## src/rtl/pgr_opt_pkg.sv

```systemverilog
package pgr_opt_pkg;

   localparam int HOLD_W = 9;
   localparam int PRE_W  = 11;

   // Bit positions of the single control fields inside the option word
   localparam int POS_BAUD    = 24;
   localparam int POS_INV     = 26;
   localparam int POS_SCHMITT = 29;
   localparam int POS_EN      = 56;
   localparam int POS_HOLD    = 120;
   localparam int POS_PRE     = 122;

   function automatic logic [HOLD_W-1:0] hold_secs_f(input logic [1:0] baud,
                                                     input logic [1:0] code);
      logic [HOLD_W-1:0] r;
      if (baud == 2'b00) begin
         case (code)
            2'd0:    r = HOLD_W'(36);
            2'd1:    r = HOLD_W'(72);
            2'd2:    r = HOLD_W'(144);
            default: r = HOLD_W'(288);
         endcase
      end else begin
         case (code)
            2'd0:    r = HOLD_W'(31);
            2'd1:    r = HOLD_W'(61);
            2'd2:    r = HOLD_W'(123);
            default: r = HOLD_W'(246);
         endcase
      end
      return r;
   endfunction

   function automatic logic [PRE_W-1:0] pre_bits_f(input logic [1:0] code);
      logic [PRE_W-1:0] r;
      case (code)
         2'd0:    r = PRE_W'(512);
         2'd1:    r = PRE_W'(896);
         2'd2:    r = PRE_W'(1024);
         default: r = PRE_W'(1792);
      endcase
      return r;
   endfunction

endpackage

```

## src/rtl/opt_in_sync.sv

```systemverilog
module opt_in_sync #(
   parameter int WIDTH  = 3,
   parameter int STAGES = 2
) (
   input  logic             clk,
   input  logic             rst_n,
   input  logic [WIDTH-1:0] d_i,
   output logic [WIDTH-1:0] q_o
);

   generate
      if (WIDTH < 1 || STAGES < 0) begin : g_bad_cfg
         $error("opt_in_sync: WIDTH must be >= 1 and STAGES >= 0");
      end

      if (STAGES == 0) begin : g_pass
         logic unused_clk;
         assign unused_clk = clk ^ rst_n;
         assign q_o = d_i;
      end else begin : g_chain
         logic [WIDTH-1:0] chain [STAGES];
         always_ff @(posedge clk or negedge rst_n) begin
            if (!rst_n) begin
               for (int i = 0; i < STAGES; i++) chain[i] <= '0;
            end else begin
               chain[0] <= d_i;
               for (int i = 1; i < STAGES; i++) chain[i] <= chain[i-1];
            end
         end
         assign q_o = chain[STAGES-1];
      end
   endgenerate

endmodule

```

## src/rtl/opt_shift_reg.sv

```systemverilog
module opt_shift_reg #(
   parameter int OPT_BITS = 192,
   localparam int CNT_W   = $clog2(OPT_BITS + 1)
) (
   input  logic                clk,
   input  logic                rst_n,
   input  logic                clr_i,
   input  logic                lock_i,
   input  logic                sclk_i,
   input  logic                sdat_i,
   output logic [OPT_BITS-1:0] opt_o,
   output logic                full_o
);

   logic [OPT_BITS-1:0] opt_q;
   logic [CNT_W-1:0]    cnt_q;
   logic                sclk_prev;
   logic                full;
   logic                take;

   generate
      if (OPT_BITS < 2) begin : g_bad_bits
         $error("opt_shift_reg: OPT_BITS must be >= 2");
      end
   endgenerate

   assign full = (cnt_q == CNT_W'(OPT_BITS));
   assign take = sclk_i & ~sclk_prev & ~lock_i & ~full;

   always_ff @(posedge clk or negedge rst_n) begin
      if (!rst_n) sclk_prev <= 1'b0;
      else        sclk_prev <= sclk_i;
   end

   // First bit in ends at position 0 after OPT_BITS shifts
   always_ff @(posedge clk or negedge rst_n) begin
      if (!rst_n) begin
         opt_q <= '0;
         cnt_q <= '0;
      end else if (clr_i) begin
         opt_q <= '0;
         cnt_q <= '0;
      end else if (take) begin
         opt_q <= {sdat_i, opt_q[OPT_BITS-1:1]};
         cnt_q <= cnt_q + CNT_W'(1);
      end
   end

   assign opt_o  = opt_q;
   assign full_o = full;

   assert_cnt_bound_R2: assert property (@(posedge clk) disable iff (!rst_n)
      cnt_q <= CNT_W'(OPT_BITS));

   assert_full_frozen_R6: assert property (@(posedge clk) disable iff (!rst_n)
      (full && !clr_i) |=> $stable(opt_q));

   assert_lock_frozen_R8: assert property (@(posedge clk) disable iff (!rst_n)
      (lock_i && !clr_i) |=> $stable(opt_q));

   assert_clear_R9: assert property (@(posedge clk) disable iff (!rst_n)
      clr_i |=> (cnt_q == '0 && opt_q == '0));

endmodule

```

## src/rtl/opt_field_map.sv

```systemverilog
module opt_field_map
   import pgr_opt_pkg::*;
#(
   parameter int OPT_BITS = 192,
   parameter int N_ADDR   = 6,
   parameter int SLOT     = 32,
   parameter int ADDR_OFS = 3,
   parameter int ADDR_W   = 18,
   parameter int FUNC_W   = 3
) (
   input  logic [OPT_BITS-1:0]        opt_i,
   output logic [N_ADDR*ADDR_W-1:0]   addr_o,
   output logic [N_ADDR*FUNC_W-1:0]   func_o,
   output logic [N_ADDR-1:0]          en_o,
   output logic [1:0]                 baud_o,
   output logic                       inv_o,
   output logic                       schmitt_o,
   output logic [1:0]                 hold_code_o,
   output logic [PRE_W-1:0]           pre_bits_o
);

   localparam int FIELD_END = ADDR_OFS + ADDR_W + FUNC_W;

   generate
      if (N_ADDR * SLOT > OPT_BITS || FIELD_END > SLOT) begin : g_bad_slots
         $error("opt_field_map: address slots do not fit the option word");
      end
      if (POS_EN + N_ADDR > OPT_BITS || POS_PRE + 2 > OPT_BITS) begin : g_bad_ctrl
         $error("opt_field_map: control fields outside the option word");
      end
   endgenerate

   // Whole-word reduction keeps the bits no field decodes visibly consumed
   logic unused_opt;
   assign unused_opt = ^opt_i;

   generate
      for (genvar k = 0; k < N_ADDR; k++) begin : g_slot
         localparam int BASE = k * SLOT + ADDR_OFS;
         // Address sent most significant bit first
         for (genvar j = 0; j < ADDR_W; j++) begin : g_abit
            assign addr_o[k*ADDR_W + j] = opt_i[BASE + ADDR_W - 1 - j];
         end
         for (genvar j = 0; j < FUNC_W; j++) begin : g_fbit
            assign func_o[k*FUNC_W + FUNC_W - 1 - j] = opt_i[BASE + ADDR_W + j];
         end
         assign en_o[k] = opt_i[POS_EN + k];
      end
   endgenerate

   logic [1:0] pre_code;

   assign baud_o      = {opt_i[POS_BAUD], opt_i[POS_BAUD+1]};
   assign inv_o       = opt_i[POS_INV];
   assign schmitt_o   = opt_i[POS_SCHMITT];
   assign hold_code_o = {opt_i[POS_HOLD], opt_i[POS_HOLD+1]};
   assign pre_code    = {opt_i[POS_PRE], opt_i[POS_PRE+1]};
   assign pre_bits_o  = pre_bits_f(pre_code);

endmodule

```

## src/rtl/opt_hold_timer.sv

```systemverilog
module opt_hold_timer
   import pgr_opt_pkg::*;
(
   input  logic              clk,
   input  logic              rst_n,
   input  logic              clr_i,
   input  logic              run_i,
   input  logic              sync_i,
   input  logic              tick_i,
   input  logic [HOLD_W-1:0] secs_i,
   output logic              active_o
);

   logic [HOLD_W-1:0] remain_q;
   logic              active_q;

   always_ff @(posedge clk or negedge rst_n) begin
      if (!rst_n) begin
         remain_q <= '0;
         active_q <= 1'b0;
      end else if (clr_i || !run_i) begin
         remain_q <= '0;
         active_q <= 1'b0;
      end else if (sync_i) begin
         remain_q <= secs_i;
         active_q <= 1'b1;
      end else if (tick_i && active_q) begin
         if (remain_q <= HOLD_W'(1)) begin
            remain_q <= '0;
            active_q <= 1'b0;
         end else begin
            remain_q <= remain_q - HOLD_W'(1);
         end
      end
   end

   assign active_o = active_q;

   assert_active_needs_run_R10: assert property (@(posedge clk) disable iff (!rst_n)
      active_q |-> run_i);

   assert_no_early_drop_R10: assert property (@(posedge clk) disable iff (!rst_n)
      (active_q && run_i && !clr_i && !tick_i) |=> active_q);

   assert_sync_reload_R11: assert property (@(posedge clk) disable iff (!rst_n)
      (run_i && sync_i && !clr_i) |=> (active_q && remain_q == $past(secs_i)));

endmodule

```

## src/rtl/pgr_option_loader.sv

```systemverilog
module pgr_option_loader
   import pgr_opt_pkg::*;
#(
   parameter int OPT_BITS    = 192,
   parameter int N_ADDR      = 6,
   parameter int SLOT        = 32,
   parameter int ADDR_OFS    = 3,
   parameter int ADDR_W      = 18,
   parameter int FUNC_W      = 3,
   parameter int SYNC_STAGES = 2
) (
   input  logic                       clk,
   input  logic                       rst_n,
   input  logic                       dec_rst,
   input  logic                       ser_clk,
   input  logic                       ser_dat,
   input  logic                       run_en,
   input  logic                       sync_ok,
   input  logic                       tick,
   output logic                       loaded,
   output logic                       dec_run,
   output logic                       rx_active,
   output logic [N_ADDR*ADDR_W-1:0]   addr_flat,
   output logic [N_ADDR*FUNC_W-1:0]   func_flat,
   output logic [N_ADDR-1:0]          addr_en,
   output logic [1:0]                 baud_sel,
   output logic                       invert,
   output logic                       schmitt,
   output logic [1:0]                 hold_code,
   output logic [PRE_W-1:0]           pre_bits,
   output logic [HOLD_W-1:0]          hold_secs
);

   logic [2:0]          slow_raw;
   logic [2:0]          slow_s;
   logic                sclk_s, sdat_s, run_s;
   logic                run_prev;
   logic                run_fall;
   logic                running_q;
   logic                full;
   logic [OPT_BITS-1:0] opt_word;

   assign slow_raw = {run_en, ser_dat, ser_clk};

   opt_in_sync #(.WIDTH(3), .STAGES(SYNC_STAGES)) u_sync (
      .clk   (clk),
      .rst_n (rst_n),
      .d_i   (slow_raw),
      .q_o   (slow_s)
   );

   assign sclk_s = slow_s[0];
   assign sdat_s = slow_s[1];
   assign run_s  = slow_s[2];

   always_ff @(posedge clk or negedge rst_n) begin
      if (!rst_n) run_prev <= 1'b0;
      else        run_prev <= run_s;
   end

   assign run_fall = run_prev & ~run_s;

   always_ff @(posedge clk or negedge rst_n) begin
      if (!rst_n)                running_q <= 1'b0;
      else if (dec_rst)          running_q <= 1'b0;
      else if (run_fall && full) running_q <= 1'b1;
   end

   opt_shift_reg #(.OPT_BITS(OPT_BITS)) u_shift (
      .clk    (clk),
      .rst_n  (rst_n),
      .clr_i  (dec_rst),
      .lock_i (running_q),
      .sclk_i (sclk_s),
      .sdat_i (sdat_s),
      .opt_o  (opt_word),
      .full_o (full)
   );

   opt_field_map #(
      .OPT_BITS (OPT_BITS),
      .N_ADDR   (N_ADDR),
      .SLOT     (SLOT),
      .ADDR_OFS (ADDR_OFS),
      .ADDR_W   (ADDR_W),
      .FUNC_W   (FUNC_W)
   ) u_map (
      .opt_i       (opt_word),
      .addr_o      (addr_flat),
      .func_o      (func_flat),
      .en_o        (addr_en),
      .baud_o      (baud_sel),
      .inv_o       (invert),
      .schmitt_o   (schmitt),
      .hold_code_o (hold_code),
      .pre_bits_o  (pre_bits)
   );

   assign hold_secs = hold_secs_f(baud_sel, hold_code);

   opt_hold_timer u_hold (
      .clk      (clk),
      .rst_n    (rst_n),
      .clr_i    (dec_rst),
      .run_i    (running_q),
      .sync_i   (sync_ok),
      .tick_i   (tick),
      .secs_i   (hold_secs),
      .active_o (rx_active)
   );

   assign loaded  = full;
   assign dec_run = running_q;

   assert_run_needs_load_R7: assert property (@(posedge clk) disable iff (!rst_n)
      $rose(running_q) |-> full);

   assert_run_clear_R9: assert property (@(posedge clk) disable iff (!rst_n)
      dec_rst |=> (!running_q && !full && !rx_active));

endmodule

```

## config.mk

```make
export PLATFORM = sky130hd
export DESIGN_NAME = pgr_option_loader
export DESIGN_NICKNAME = d
export VERILOG_FILES = /design/src/rtl/pgr_opt_pkg.sv /design/src/rtl/opt_in_sync.sv /design/src/rtl/opt_shift_reg.sv /design/src/rtl/opt_field_map.sv /design/src/rtl/opt_hold_timer.sv /design/src/rtl/pgr_option_loader.sv
export SDC_FILE = /design/constraint.sdc
export NUM_CORES = 1
export LEC_CHECK = 0
export ABC_AREA = 1
export BUFFER_PORTS_ARGS = -buffer_cell sky130_fd_sc_hd__buf_2
export CORE_MARGIN = 10
export CORE_UTILIZATION = 60
export DETAILED_ROUTE_END_ITERATION = 10
export GPL_TIMING_DRIVEN = 0
export PLACE_DENSITY = 0.86
export SLEW_MARGIN = 5
export SYNTH_ARGS = -nofsm -noshare
export SYNTH_HDL_FRONTEND = slang
export SYNTH_SLANG_ARGS = --single-unit
```

## constraint.sdc

```tcl
create_clock -name clk -period 2.4 [get_ports clk]
set_input_delay 0.12 -clock clk [delete_from_list [all_inputs] [get_ports clk]]
set_output_delay 0.12 -clock clk [all_outputs]
set_load 0.03 [all_outputs]
```

==> After elaboration in Yosys (flattened, before gate mapping) <==
Index checks and enable logic that the tools add are counted.
{ "totals": {"mem_bits_ro": 0, "output_inout_bits": 161, "mem_count": 0, "ram_bits": 0, "elab_cells": 55, "regBits": 219, "latch_bits": 0} }
{ "classes": {"n_reduce_logical": 12, "eq_ne": 5, "n_mul": 0, "n_div": 0, "n_addsub": 2, "n_lt_le_gt_ge": 1, "n_mux": 18, "shifts": 0, "n_bitwise": 8} }
{ "op_table": {"columns": ["op", "count"], "rows": [
  ["$mux W192", 2],
  ["$mux W9", 5],
  ["$pmux W11 S3", 1],
  ["$pmux W9 S3", 1],
  ["$pmux W8 S3", 1],
  ["$mux W8", 2],
  ["$le A9 B1 Y1 const B", 1],
  ["$sub A9 B1 Y9 const B", 1],
  ["$add A8 B1 Y8 const B", 1],
  ["$eq A8 B8 Y1 const B", 1],
  ["$logic_not A2 Y1", 3],
  ["$mux W1", 6],
  ["$reduce_bool A3 Y1", 2],
  ["$and A1 B1 Y1", 4],
  ["$eq A2 B1 Y1 const B", 2],
  ["$eq A2 B2 Y1 const B", 2],
  ["$not A1 Y1", 4],
  ["$reduce_bool A2 Y1", 2],
  ["$logic_and A1 B1 Y1", 2],
  ["$reduce_and A2 Y1", 1],
  ["$logic_not A1 Y1", 1],
  ["$logic_or A1 B1 Y1", 1]
]} }

==> Logic depth before layout (Yosys ltp) <==
Gate-level depths: netlist of run 1.
{ "logic_depth": {"depth_word": 6, "depth_mapped": 11, "depth_no_buf": 11} }

==> Cells and area by module <==
A second synthesis of run 1 with hierarchy kept.
{ "unflattened": {"cells_unflattened": 1211, "area_unflattened_um2": 10411.2} }
{ "by_module_without_submodules": {"columns": ["module", "area_per_inst_um2", "instances", "cells_per_inst"], "rows": [
  ["opt_shift_reg", 8181.6, 1, 916],
  ["opt_field_map", 1111.1, 1, 151],
  ["opt_hold_timer", 732.0, 1, 104],
  ["pgr_option_loader", 214.0, 1, 31],
  ["opt_in_sync", 172.7, 1, 9]
]} }

==> Worst setup path before layout of run 1 <==
OpenSTA, ideal clock, no wires.
{ "synth_timing": {"kind": "flip-flop to flip-flop", "startpoint": "reg u_shift.opt_q[121] (netlist: u_shift.opt_o[121])", "endpoint": "reg u_hold.remain_q[5]", "stages_incl_launch_ff": 8, "path_slack_ps": 601, "setup_ps": 65, "synth_period_minus_slack_ps": 1799, "t_required_ps": 2335, "path_buffers": 0, "t_arrival_ps": 1735, "cell_sequence": "dfrtp_1 inv_1 ha_1 o21ai_0 nand2_1 nand2_1 nand2_1 nand2_1"} }
{ "synth_between": {"elab_chain_len": 5, "word_cells_on_any_way": 8, "cone_classes": "eq/ne (2); mux (5); reduce/logical (1)"} }
{ "synth_lines": {"columns": ["item", "line_no", "rtl"], "rows": [
  ["start, declared", "opt_shift_reg.sv:15", "logic [OPT_BITS-1:0] opt_q;"],
  ["start signal, assigned", "opt_shift_reg.sv:44", "opt_q <= {sdat_i, opt_q[OPT_BITS-1:1]};"],
  ["$eq A2 B2 Y1, or another cell as far along", "pgr_opt_pkg.sv:18, pgr_opt_pkg.sv:25", null],
  ["$pmux W8 S3 / $pmux W9 S3 (equally long branches)", "pgr_opt_pkg.sv:25, pgr_opt_pkg.sv:18", null],
  ["$mux W9 (*)", "pgr_opt_pkg.sv:17", "if (baud == 2'b00) begin"],
  ["net hold_secs[5]", "pgr_option_loader.sv:31", "output logic [HOLD_W-1:0] hold_secs"],
  ["$mux W9 (*)", "opt_hold_timer.sv:24", "end else if (sync_i) begin"],
  ["$mux W9 (*)", "opt_hold_timer.sv:21", "end else if (clr_i || !run_i) begin"],
  ["end signal, assigned", "opt_hold_timer.sv:25", "remain_q <= secs_i;"],
  ["end signal, assigned", "opt_hold_timer.sv:32", "remain_q <= remain_q - HOLD_W'(1);"],
  ["end, declared", "opt_hold_timer.sv:14", "logic [HOLD_W-1:0] remain_q;"]
]} }
The timed path passes the listed nets; every way through them passes the cells marked *.
A chain may end at the register's enable or synchronous reset.

==> Final worst setup path of run 1 <==
{ "layout_timing": {"startpoint": "reg u_shift.opt_q[121] (netlist: u_shift.opt_o[121])", "endpoint": "out hold_secs[5]"} }
{ "layout_between": {"elab_chain_len": 3, "word_cells_on_any_way": 6, "cone_classes": "eq/ne (2); mux (3); reduce/logical (1)"} }
{ "layout_lines": {"columns": ["item", "line_no"], "rows": [
  ["$eq A2 B2 Y1, or another cell as far along", "pgr_opt_pkg.sv:18, pgr_opt_pkg.sv:25"],
  ["$pmux W8 S3 / $pmux W9 S3 (equally long branches)", "pgr_opt_pkg.sv:25, pgr_opt_pkg.sv:18"],
  ["$mux W9 (*)", "pgr_opt_pkg.sv:17"],
  ["end, declared", "pgr_option_loader.sv:31"]
]} }
Every way passes the cells marked *; elsewhere a longest branch is shown, timed or not.

==> flow_metrics.tcl, run 1 <==
set metrics [dict create \
    clk_pin_slew_worst_paths_ps 60 \
    ir_worst_vdd_v 0.000677 \
    fp.dieH_um 150 \
    syn_inst 1188 \
    critPathLaunchType "flip-flop" \
    first_pass_iters 5 \
    cap_viol_max_count 0 \
    finalCritPeriodShare_pct 89.3 \
    start_util_pct 61.2 \
    viasPerCell 5.00 \
    synth_edf_count 0 \
    final_hold_viol_count 0 \
    final-setup-viol-count 0 \
    numCtsBuffers 23 \
    die_w_um 150 \
    crit_type "reg -> out" \
    hpwl_um 15800 \
    clock-sinks 216 \
    hold_ws_ps 54.3 \
    crit_path_start "u_shift.opt_o[121]" \
    antenna_found_initial 0 \
    diodes 0 \
    critPathMaxFanout 7 \
    remaining_drc_errors 0 \
    fmax_mhz 467 \
    track_usage_pct 20.1 \
    final_nets 1402 \
    htreeDepth 1 \
    synth_most_common_cell "nand2_1" \
    multi_input_area_um2 3200 \
    rows 47 \
    tritoncts "yes" \
    crit_path_cell_trace "inv_1, ha_1, or2_2, o21ai_0, buf_2" \
    wl_per_cell_um 14.1 \
    fin_crit_ps 2140 \
    io_pins 169 \
    fillerInstances 1253 \
    hold_start "tick" \
    r2r-start "u_shift.cnt_q[0]" \
    coreArea_um2 16600 \
    slowest_stage "dfrtp_1" \
    clk_root_buffer_cell "clkbuf_16" \
    status "finished, final reports clean" \
    synth_top_area_share_pct 53.1 \
    drv_slew 0 \
    die_area_um2 22600 \
    p_leak_nw 7.38 \
    cts_max_path_buffers 3 \
    max_stage_delay_ps 460 \
    avgSynthCellArea_um2 8.58 \
    worstMarginPinSlew_ps 508 \
    layoutNonFillerInstCount 1622 \
    clock-skew-final_ps 7.12 \
    area_delta_synth_final_pct 19.1 \
    synth_top_area_cell "dfrtp_1" \
    worstPathArrival_ps 2020 \
    async_flop_share_pct 100 \
    p_per_area_nw_per_um2 617 \
    yosysWarningCount 0 \
    synth.area.top_cells "dfrtp_1, nand2_1, buf_4, nand3_1, buf_2" \
    cp.required_ps 2280 \
    grt-ovfl-total 0 \
    synthFlopType "dfrtp_1" \
    crit_path_end_kind "primary output" \
    cts.repair.resized 0 \
    synth_common_cells "nand2_1, dfrtp_1, nand3_1, buf_4, inv_1" \
    worstSkewPairLatency_ps 490 \
    grt_start_max_net_pins 97 \
    synth_area_um2 10200 \
    hp-class "in -> reg" \
    seq_area_frac_synth_pct 53.1 \
    rsz0062_at_grt "false" \
    slew_headroom_pct 66.1 \
    gp_congestion 0.851 \
    register_area_um2 5410 \
    ys_types 30 \
    grt_pass1_wl_um 38400 \
    routed_wl_um 22800 \
    vias 8106 \
    drt_iter0_drc 573 \
    grt_pass1_vias 7866 \
    ys_ff_latch 216 \
    drive_gt1_share_pct 28.5 \
    numPortBuffers 160 \
    final_antenna_net_count 0 \
    dp_cells 1576 \
]
==> per-layer routing <==
metal	GRT usage (%)	share of wire, %	vias to the layer above
met5	0	0	-
met4	4.28	1.6	0
met3	4.77	7.4	24
met2	31.7	46	244
met1	27.9	45	3838
li1	-	-	4000
==> path summary, 6_finish.rpt <==
check,endpoint,slack [ps],cells after the start
max reg2reg,u_shift.opt_o[94],520,10
max,hold_secs[5],260,5
min reg2reg,u_sync.q_o[1],350,0
min in group asynchronous,u_shift.opt_o[68],100,2
max in group asynchronous,u_hold.remain_q[8],1190,4
min,u_hold.active_o,50,6
==> registers in the layout, summed over array words and instances (netlist names) <==
register / count
u_shift.opt_o: 189
run_prev: 1
u_sync.g_chain.chain: 3
u_shift.sclk_prev: 1
u_sync.q_o: 3
u_hold.active_o: 1
u_hold.remain_q: 9
dec_run: 1
u_shift.cnt_q: 8
==> cell usage in the layout (no fill, tap or decap), drive strengths merged <==
cell type / n
bufinv: 1
buf: 359
nor3: 1
nand4: 3
xnor2: 1
dfrtp: 216
clkinv: 7
xor2: 5
nand3b: 1
inv: 36
o22ai: 1
conb: 7
ha: 8
or2: 1
clkbuf: 45
clkinvlp: 1
dlygate4sd3: 5
o31ai: 6
nor3b: 1
nand2: 462
nor2: 20
nand3: 196
o21ai: 17
a21oi: 2
==> metrics by stage <==
stage	TNS [ps]	util (%)	power, W	instance area, µm²	setup slack (ps)
after floorplan	0	-	0.00395	10200	601
after global placement	-525720	67.8	0.00409	11300	-2450
after detailed placement	0	68.2	0.00410	11400	538
after CTS	0	72.9	0.00753	12100	234
after global routing	0	72.9	0.00773	12100	97.4
final	0	72.9	0.00748	12100	257
==> kinds of logic (layout without fill, tap and decap cells) <==
| group | Yosys count | in the layout | synth area share (%) |
|---|---|---|---|
| compound gates | 26 | 26 | 1.44 |
| simple gates | 685 | 685 | 28.2 |
| flops | 216 | 216 | 53.1 |
| xor+xnor | 6 | 6 | 0.516 |
| buf+inv | 246 | 454 | 15.8 |
| other cells | 1 | 7 | 0.0368 |
| fa+ha+maj | 8 | 8 | 0.983 |
==> repair_timing <==
item | CTS | global route
hold endpoints to repair | 145 | 0
buffers inserted | 0 | 0
hold buffers | 5 | 0
==> final cells by class <==
class / instances / area share, %
plain buffers: 210 / 12.1
repair buffers: 167 / 7.55
inverters: 36 / 1.13
multi-input cells: 732 / 26.3
well taps: 220 / 2.27
clock buffers: 32 / 5.43
clock inverters: 9 / 0.598
flip-flops and latches: 216 / 44.5
==> worst max-delay path, delay by kind of cell (launching register included) <==
kind | cells | cell delay [ps]
DFF | 1 | 460
buffers and inverters | 2 | 390
adders and majority gates | 1 | 300
and+or+nand+nor | 1 | 290
AOI/OAI and AO/OA | 1 | 100
==> power breakdown <==
| part | total (W) | internal [W] | switching [W] |
|---|---|---|---|
| combinational | 0.000381 | 0.000101 | 0.000280 |
| clock | 0.00344 | 0.00202 | 0.00142 |
| sequential | 0.00366 | 0.00365 | 0.00000585 |
Note: power is estimated with default switching activity, not from simulation.
==> run 2, diff against run 1 <==
ABC_AREA = 0   (was 1)
==> run 2 against run 1 <==
  * Sequential power about the same
  * Critical path depth grew 3
  * Design area shrank 2.1%
  * Maximum frequency is 0.43% lower
  * Routed wire length fell by 1.1%
  * Critical path type is now reg -> reg
  * Largest power group unchanged
==> flow_metrics.tcl, run 2 <==
set metrics [dict create \
    status "finished, final reports clean" \
    io_pins 169 \
    diodes 0 \
    viasPerCell 5.11 \
    whs_path_depth 2 \
    synth.area.top_cells "dfrtp_1, nand2_1, buf_4, a21oi_1, buf_2" \
    largest_reg_flops 189 \
    crit_path_cell_trace "inv_1, ha_1, nand4b_4, o41ai_4, buf_2, buf_2, nand2_1, a21oi_1" \
    final_hold_viol_count 0 \
    coreArea_um2 16500 \
    synth_edf_count 0 \
    cts_max_path_buffers 3 \
    max_stage_delay_ps 430 \
    start_util_pct 60.7 \
    reg2reg_to "u_shift.opt_o[38]" \
    clk_root_buffer_cell "clkbuf_16" \
    grt_pass1_vias 7569 \
    area_delta_synth_final_pct 18.8 \
    synth_top_area_share_pct 54.1 \
    finalSetupTns_ps 0 \
    seq_area_frac_synth_pct 54.1 \
    grt_start_max_net_pins 114 \
    dp_cells 1503 \
    vias 7899 \
    ys_types 44 \
    cts.repair.resized 0 \
    die_w_um 149 \
    final_common_cell "nand2_1" \
    fp.dieH_um 149 \
    final_nets 1330 \
    final_antenna_net_count 0 \
    rows 47 \
    antenna_found_initial 0 \
    first_pass_iters 7 \
    rsz0062_at_grt "false" \
    critPathLaunchType "flip-flop" \
    grt-ovfl-total 0 \
    hold_ws_ps 127 \
    cap_viol_max_count 0 \
    cts_hold_buf 7 \
    hold_start "sync_ok" \
    worstSkewPairLatency_ps 500 \
    slew_headroom_pct 48.5 \
    cp_top_family "buffers and inverters" \
    synth_top_area_cell "dfrtp_1" \
    synth_area_um2 10000 \
    track_usage_pct 19.7 \
    drive_gt1_share_pct 28.9 \
    post-route-util_pct 72.2 \
    grt_pass1_wl_um 37000 \
    mostFrequentLayoutCells "nand2_1, dfrtp_1, buf_2" \
    syn_inst 1116 \
    crit_path_end_kind "flip-flop" \
    synth_most_common_cell "nand2_1" \
    worst_path_most_repeated_cell "buf_2" \
    routed_wl_um 22600 \
    p_per_area_nw_per_um2 607 \
    tritoncts "yes" \
    htreeDepth 1 \
    remaining_drc_errors 0 \
    slowest_stage "dfrtp_1" \
    ys_ff_latch 216 \
    yosysWarningCount 0 \
    fin_crit_ps 2150 \
    finalCritPeriodShare_pct 89.7 \
    critPathMaxFanout 10 \
    synthFlopType "dfrtp_1" \
    drv_slew 0 \
    hpwl_um 15400 \
    worstMarginPinSlew_ps 773 \
    clk_pin_slew_worst_paths_ps 60 \
    rrSetupSlack_ps 250 \
    final-setup-viol-count 0 \
    ir_worst_vdd_v 0.000664 \
    post_cts_buffers 0 \
    avgSynthCellArea_um2 8.96 \
    ff2ff_path_depth 8 \
    numPortBuffers 160 \
    async_flop_share_pct 100 \
    hp-class "in -> reg" \
    crit_type "reg -> reg" \
    setup_ws_ps 248 \
    clock-sinks 216 \
    wl_per_cell_um 14.6 \
    pre_cts_slack_ps 291 \
    synth_common_cells "nand2_1, dfrtp_1, a21oi_1, buf_4, buf_2" \
    clock-skew-final_ps 8.78 \
    p_leak_nw 5.93 \
    layoutNonFillerInstCount 1547 \
    hold_path_end "u_hold.remain_q[7]" \
    die_area_um2 22200 \
    numCtsBuffers 22 \
    worstPathArrival_ps 2570 \
    cp.required_ps 2810 \
    critPathBufInv 3 \
    gp_congestion 0.824 \
    fmax_mhz 465 \
    r2r-start "u_shift.cnt_q[0]" \
    drt_iter0_drc 503 \
]
## run 2: cell types whose count changed in the layout (fill, tap and decap cells not counted), sizes merged, moves of 4 or more
cell / previous run / this run
a21oi: 2 / 197
nand3: 196 / 4
o21ai: 17 / 4
mux2i: 0 / 4
nor3: 1 / 6
nand2: 462 / 384
buf: 359 / 345
or3: 0 / 4
or4: 0 / 4
nor2: 20 / 13
nand2b: 0 / 4
inv: 36 / 10
clkbuf: 45 / 60
## run 2: worst max-delay path by stage
stage | from | end | slack (ps) | depth (start not counted)
2_1_floorplan | u_shift.cnt_q[0] | dec_run | 280 | 6
3_3_place_gp | rst_n | u_shift.opt_o[151] | -2440 | 1
3_5_place_dp | u_shift.cnt_q[0] | u_shift.opt_o[15] | 290 | 8
4_1_cts | u_shift.cnt_q[0] | u_shift.opt_o[38] | 250 | 8
5_1_grt | u_shift.cnt_q[0] | u_shift.opt_o[129] | 110 | 8
6_report | u_shift.cnt_q[0] | u_shift.opt_o[38] | 250 | 8
## run 2: through the flow
stage	total power [W]	cell area, µm²
2_1_floorplan	0.00391	10000
4_1_cts	0.00727	11900
3_3_place_gp	0.00404	11100
3_5_place_dp	0.00405	11100
5_1_grt	0.00747	11900
6_report	0.00721	11900
## run 2: power by group
group,switching [W],internal [W]
clock network,0.00135,0.00187
logic,0.000268,0.0000674
registers,0.00000630,0.00365
## run 2: layer usage
metal,global-route usage (%),up-vias,wire [µm]
met1,24.9,3768,9290
met3,4.40,38,1540
met4,5.69,0,470
li1,-,3874,-
met2,33.1,219,11300
met5,0,-,0
## run 2: kinds of logic (layout without fill, tap and decap cells)
| group | Yosys count | in the layout | synth area share (%) |
|---|---|---|---|
| xor+xnor | 5 | 5 | 0.438 |
| buf+inv | 222 | 427 | 14.2 |
| flops | 216 | 216 | 54.1 |
| mux | 4 | 4 | 0.400 |
| simple gates | 434 | 434 | 17.6 |
| fa+ha+maj | 8 | 8 | 1.00 |
| compound gates | 226 | 226 | 12.3 |
| other cells | 1 | 7 | 0.0375 |
## run 2: layout make-up
class	instances	area, µm²
plain buffers	212	1380
well taps	220	275
repair buffers	168	908
fillers	1245	4580
clock inverters	5	28.8
inverters	10	37.5
clock buffers	32	649
multi-input cells	684	3200
flip-flops and latches	216	5410
==> run 3, diff against run 2 <==
PLACE_DENSITY = 0.84   (was 0.86)
==> run 3 against run 2 <==
  * Clock skew grew 0.78 ps
  * Register-to-register slack gained 20 ps
  * Routed wire length grew 1.3%
  * Via count grew 1.0%
  * Clock-buffer cell count is the same
  * Worst hold slack gained 29 ps
  * Critical endpoint is now u_hold.active_o
  * Sequential power is essentially flat
  * Worst setup slack gained 18 ps
==> flow_metrics.tcl, run 3 (synthesized netlist as in run 2, its figures left out) <==
set metrics [dict create \
    fp.dieH_um 149 \
    die_area_um2 22200 \
    hold_path_end "u_hold.remain_q[7]" \
    slowest_stage "dlygate4sd3_1" \
    numPortBuffers 160 \
    worstPathArrival_ps 2500 \
    register_area_um2 5410 \
    clk_pin_slew_worst_paths_ps 60 \
    status "finished, final reports clean" \
    drt_iter0_drc 513 \
    final-setup-viol-count 0 \
    worstSkewPairLatency_ps 490 \
    clk_root_buffer_cell "clkbuf_16" \
    r2r-start "u_hold.remain_q[4]" \
    vias 7981 \
    crit_type "reg -> reg" \
    wl_per_cell_um 14.8 \
    track_usage_pct 19.9 \
    coreArea_um2 16500 \
    numCtsBuffers 23 \
    final_hold_viol_count 0 \
    finalCritPeriodShare_pct 88.9 \
    clock-sinks 216 \
    multi_input_area_um2 3200 \
    gp_congestion 0.811 \
    critPathBufInv 1 \
    p_leak_nw 5.93 \
    fmax_mhz 469 \
    slew_headroom_pct 51.9 \
    clock-skew-final_ps 9.56 \
    setup_ws_ps 266 \
    pre_cts_slack_ps 323 \
    hold_ws_ps 155 \
    critPathMaxFanout 7 \
    final_common_cell "nand2_1" \
    cp_top_family "simple AND/OR/NAND/NOR gates" \
    rrSetupSlack_ps 270 \
    grt_pass1_vias 7648 \
    final_nets 1331 \
    drv_slew 0 \
    die_w_um 149 \
    ir_worst_vdd_v 0.000444 \
    remaining_drc_errors 0 \
    max_stage_delay_ps 600 \
    grt-ovfl-total 0 \
    critPathLaunchType "flip-flop" \
    drive_gt1_share_pct 28.7 \
    rows 47 \
    fin_crit_ps 2130 \
    mostFrequentLayoutCells "nand2_1, dfrtp_1, buf_2" \
    antenna_found_initial 0 \
    cts_max_path_buffers 3 \
    viasPerCell 5.16 \
    whs_path_depth 2 \
    routed_wl_um 22900 \
    hp-class "in -> reg" \
    diodes 0 \
    start_util_pct 60.7 \
    p_per_area_nw_per_um2 610 \
    worstMarginPinSlew_ps 722 \
    first_pass_iters 5 \
    crit_path_end_kind "flip-flop" \
    fillerInstances 1243 \
    grt_start_max_net_pins 121 \
    cap_viol_max_count 0 \
    htreeDepth 1 \
    final_antenna_net_count 0 \
    hpwl_um 15500 \
    largest_reg_flops 189 \
    cts.repair.resized 0 \
    rsz0062_at_grt "false" \
    io_pins 169 \
    area_delta_synth_final_pct 18.8 \
    hold_start "sync_ok" \
    reg2reg_to "u_hold.active_o" \
    tritoncts "yes" \
    grt_pass1_wl_um 37300 \
    cp.required_ps 2770 \
    ff2ff_path_depth 4 \
    crit_path_cell_trace "or3_1, and4bb_2, a31oi_1, dlygate4sd3_1" \
]
## run 3: changes by cell type in the layout (fill, tap and decap cells not counted), sizes merged
cell	delta
bufinv	+1
clkinv	-2
## run 3: power by group
group          internal (W)  switching [W]
clock network       0.00191        0.00133
logic             0.0000674       0.000267
registers           0.00365     0.00000640
## run 3: how the worst max path moves through the flow
stage                        from            endpoint  slack, ps  depth (start not counted)
2_1_floorplan    u_shift.cnt_q[0]             dec_run        280                          6
3_3_place_gp                rst_n   u_shift.opt_o[81]      -2460                          1
3_5_place_dp     u_shift.cnt_q[1]  u_shift.opt_o[171]        320                          8
4_1_cts          u_shift.cnt_q[0]   u_shift.opt_o[94]        280                          8
5_1_grt          u_shift.cnt_q[0]   u_shift.opt_o[53]        130                          8
6_report       u_hold.remain_q[4]     u_hold.active_o        270                          4
## run 3: timing repair
| action | CTS | global route |
|---|---|---|
| hold endpoints to repair | 102 | 0 |
| hold buffers | 7 | 0 |
| setup buffers | 0 | 0 |
## run 3: stage by stage
step | util, % | TNS (ps) | cell area [µm²] | power (W) | cells
after CTS | 72.2 | 0 | 11900 | 0.00731 | 1546
after floorplan | - | 0 | 10000 | 0.00391 | 1122
after global routing | 72.2 | 0 | 11900 | 0.00751 | 1546
after detailed placement | 67.6 | 0 | 11100 | 0.00405 | 1503
after global placement | 67.4 | -526540 | 11100 | 0.00405 | 1502
final | 72.2 | 0 | 11900 | 0.00724 | 1546
## run 3: area by class of cell
cell class | instances | area share [%]
plain buffers | 212 | 11.6
clock buffers | 32 | 5.30
clock inverters | 4 | 0.379
inverters | 10 | 0.316
multi-input cells | 684 | 26.9
flip-flops and latches | 216 | 45.5
well taps | 220 | 2.32
repair buffers | 168 | 7.65
## run 3: routing by layer
layer / track usage, % / share of wire (%) / up-vias
met2: 34.4 / 51 / 212
met5: 0 / 0 / -
met3: 3.97 / 6.2 / 36
li1: - / - / 3871
met4: 5.10 / 1.6 / 0
met1: 25.1 / 41 / 3862
## run 3: worst register-to-register path, stage by stage (launching register included)
cell and delay (ps):
dfrtp_1 440, or3_1 430, and4bb_2 420, a31oi_1 130, dlygate4sd3_1 600
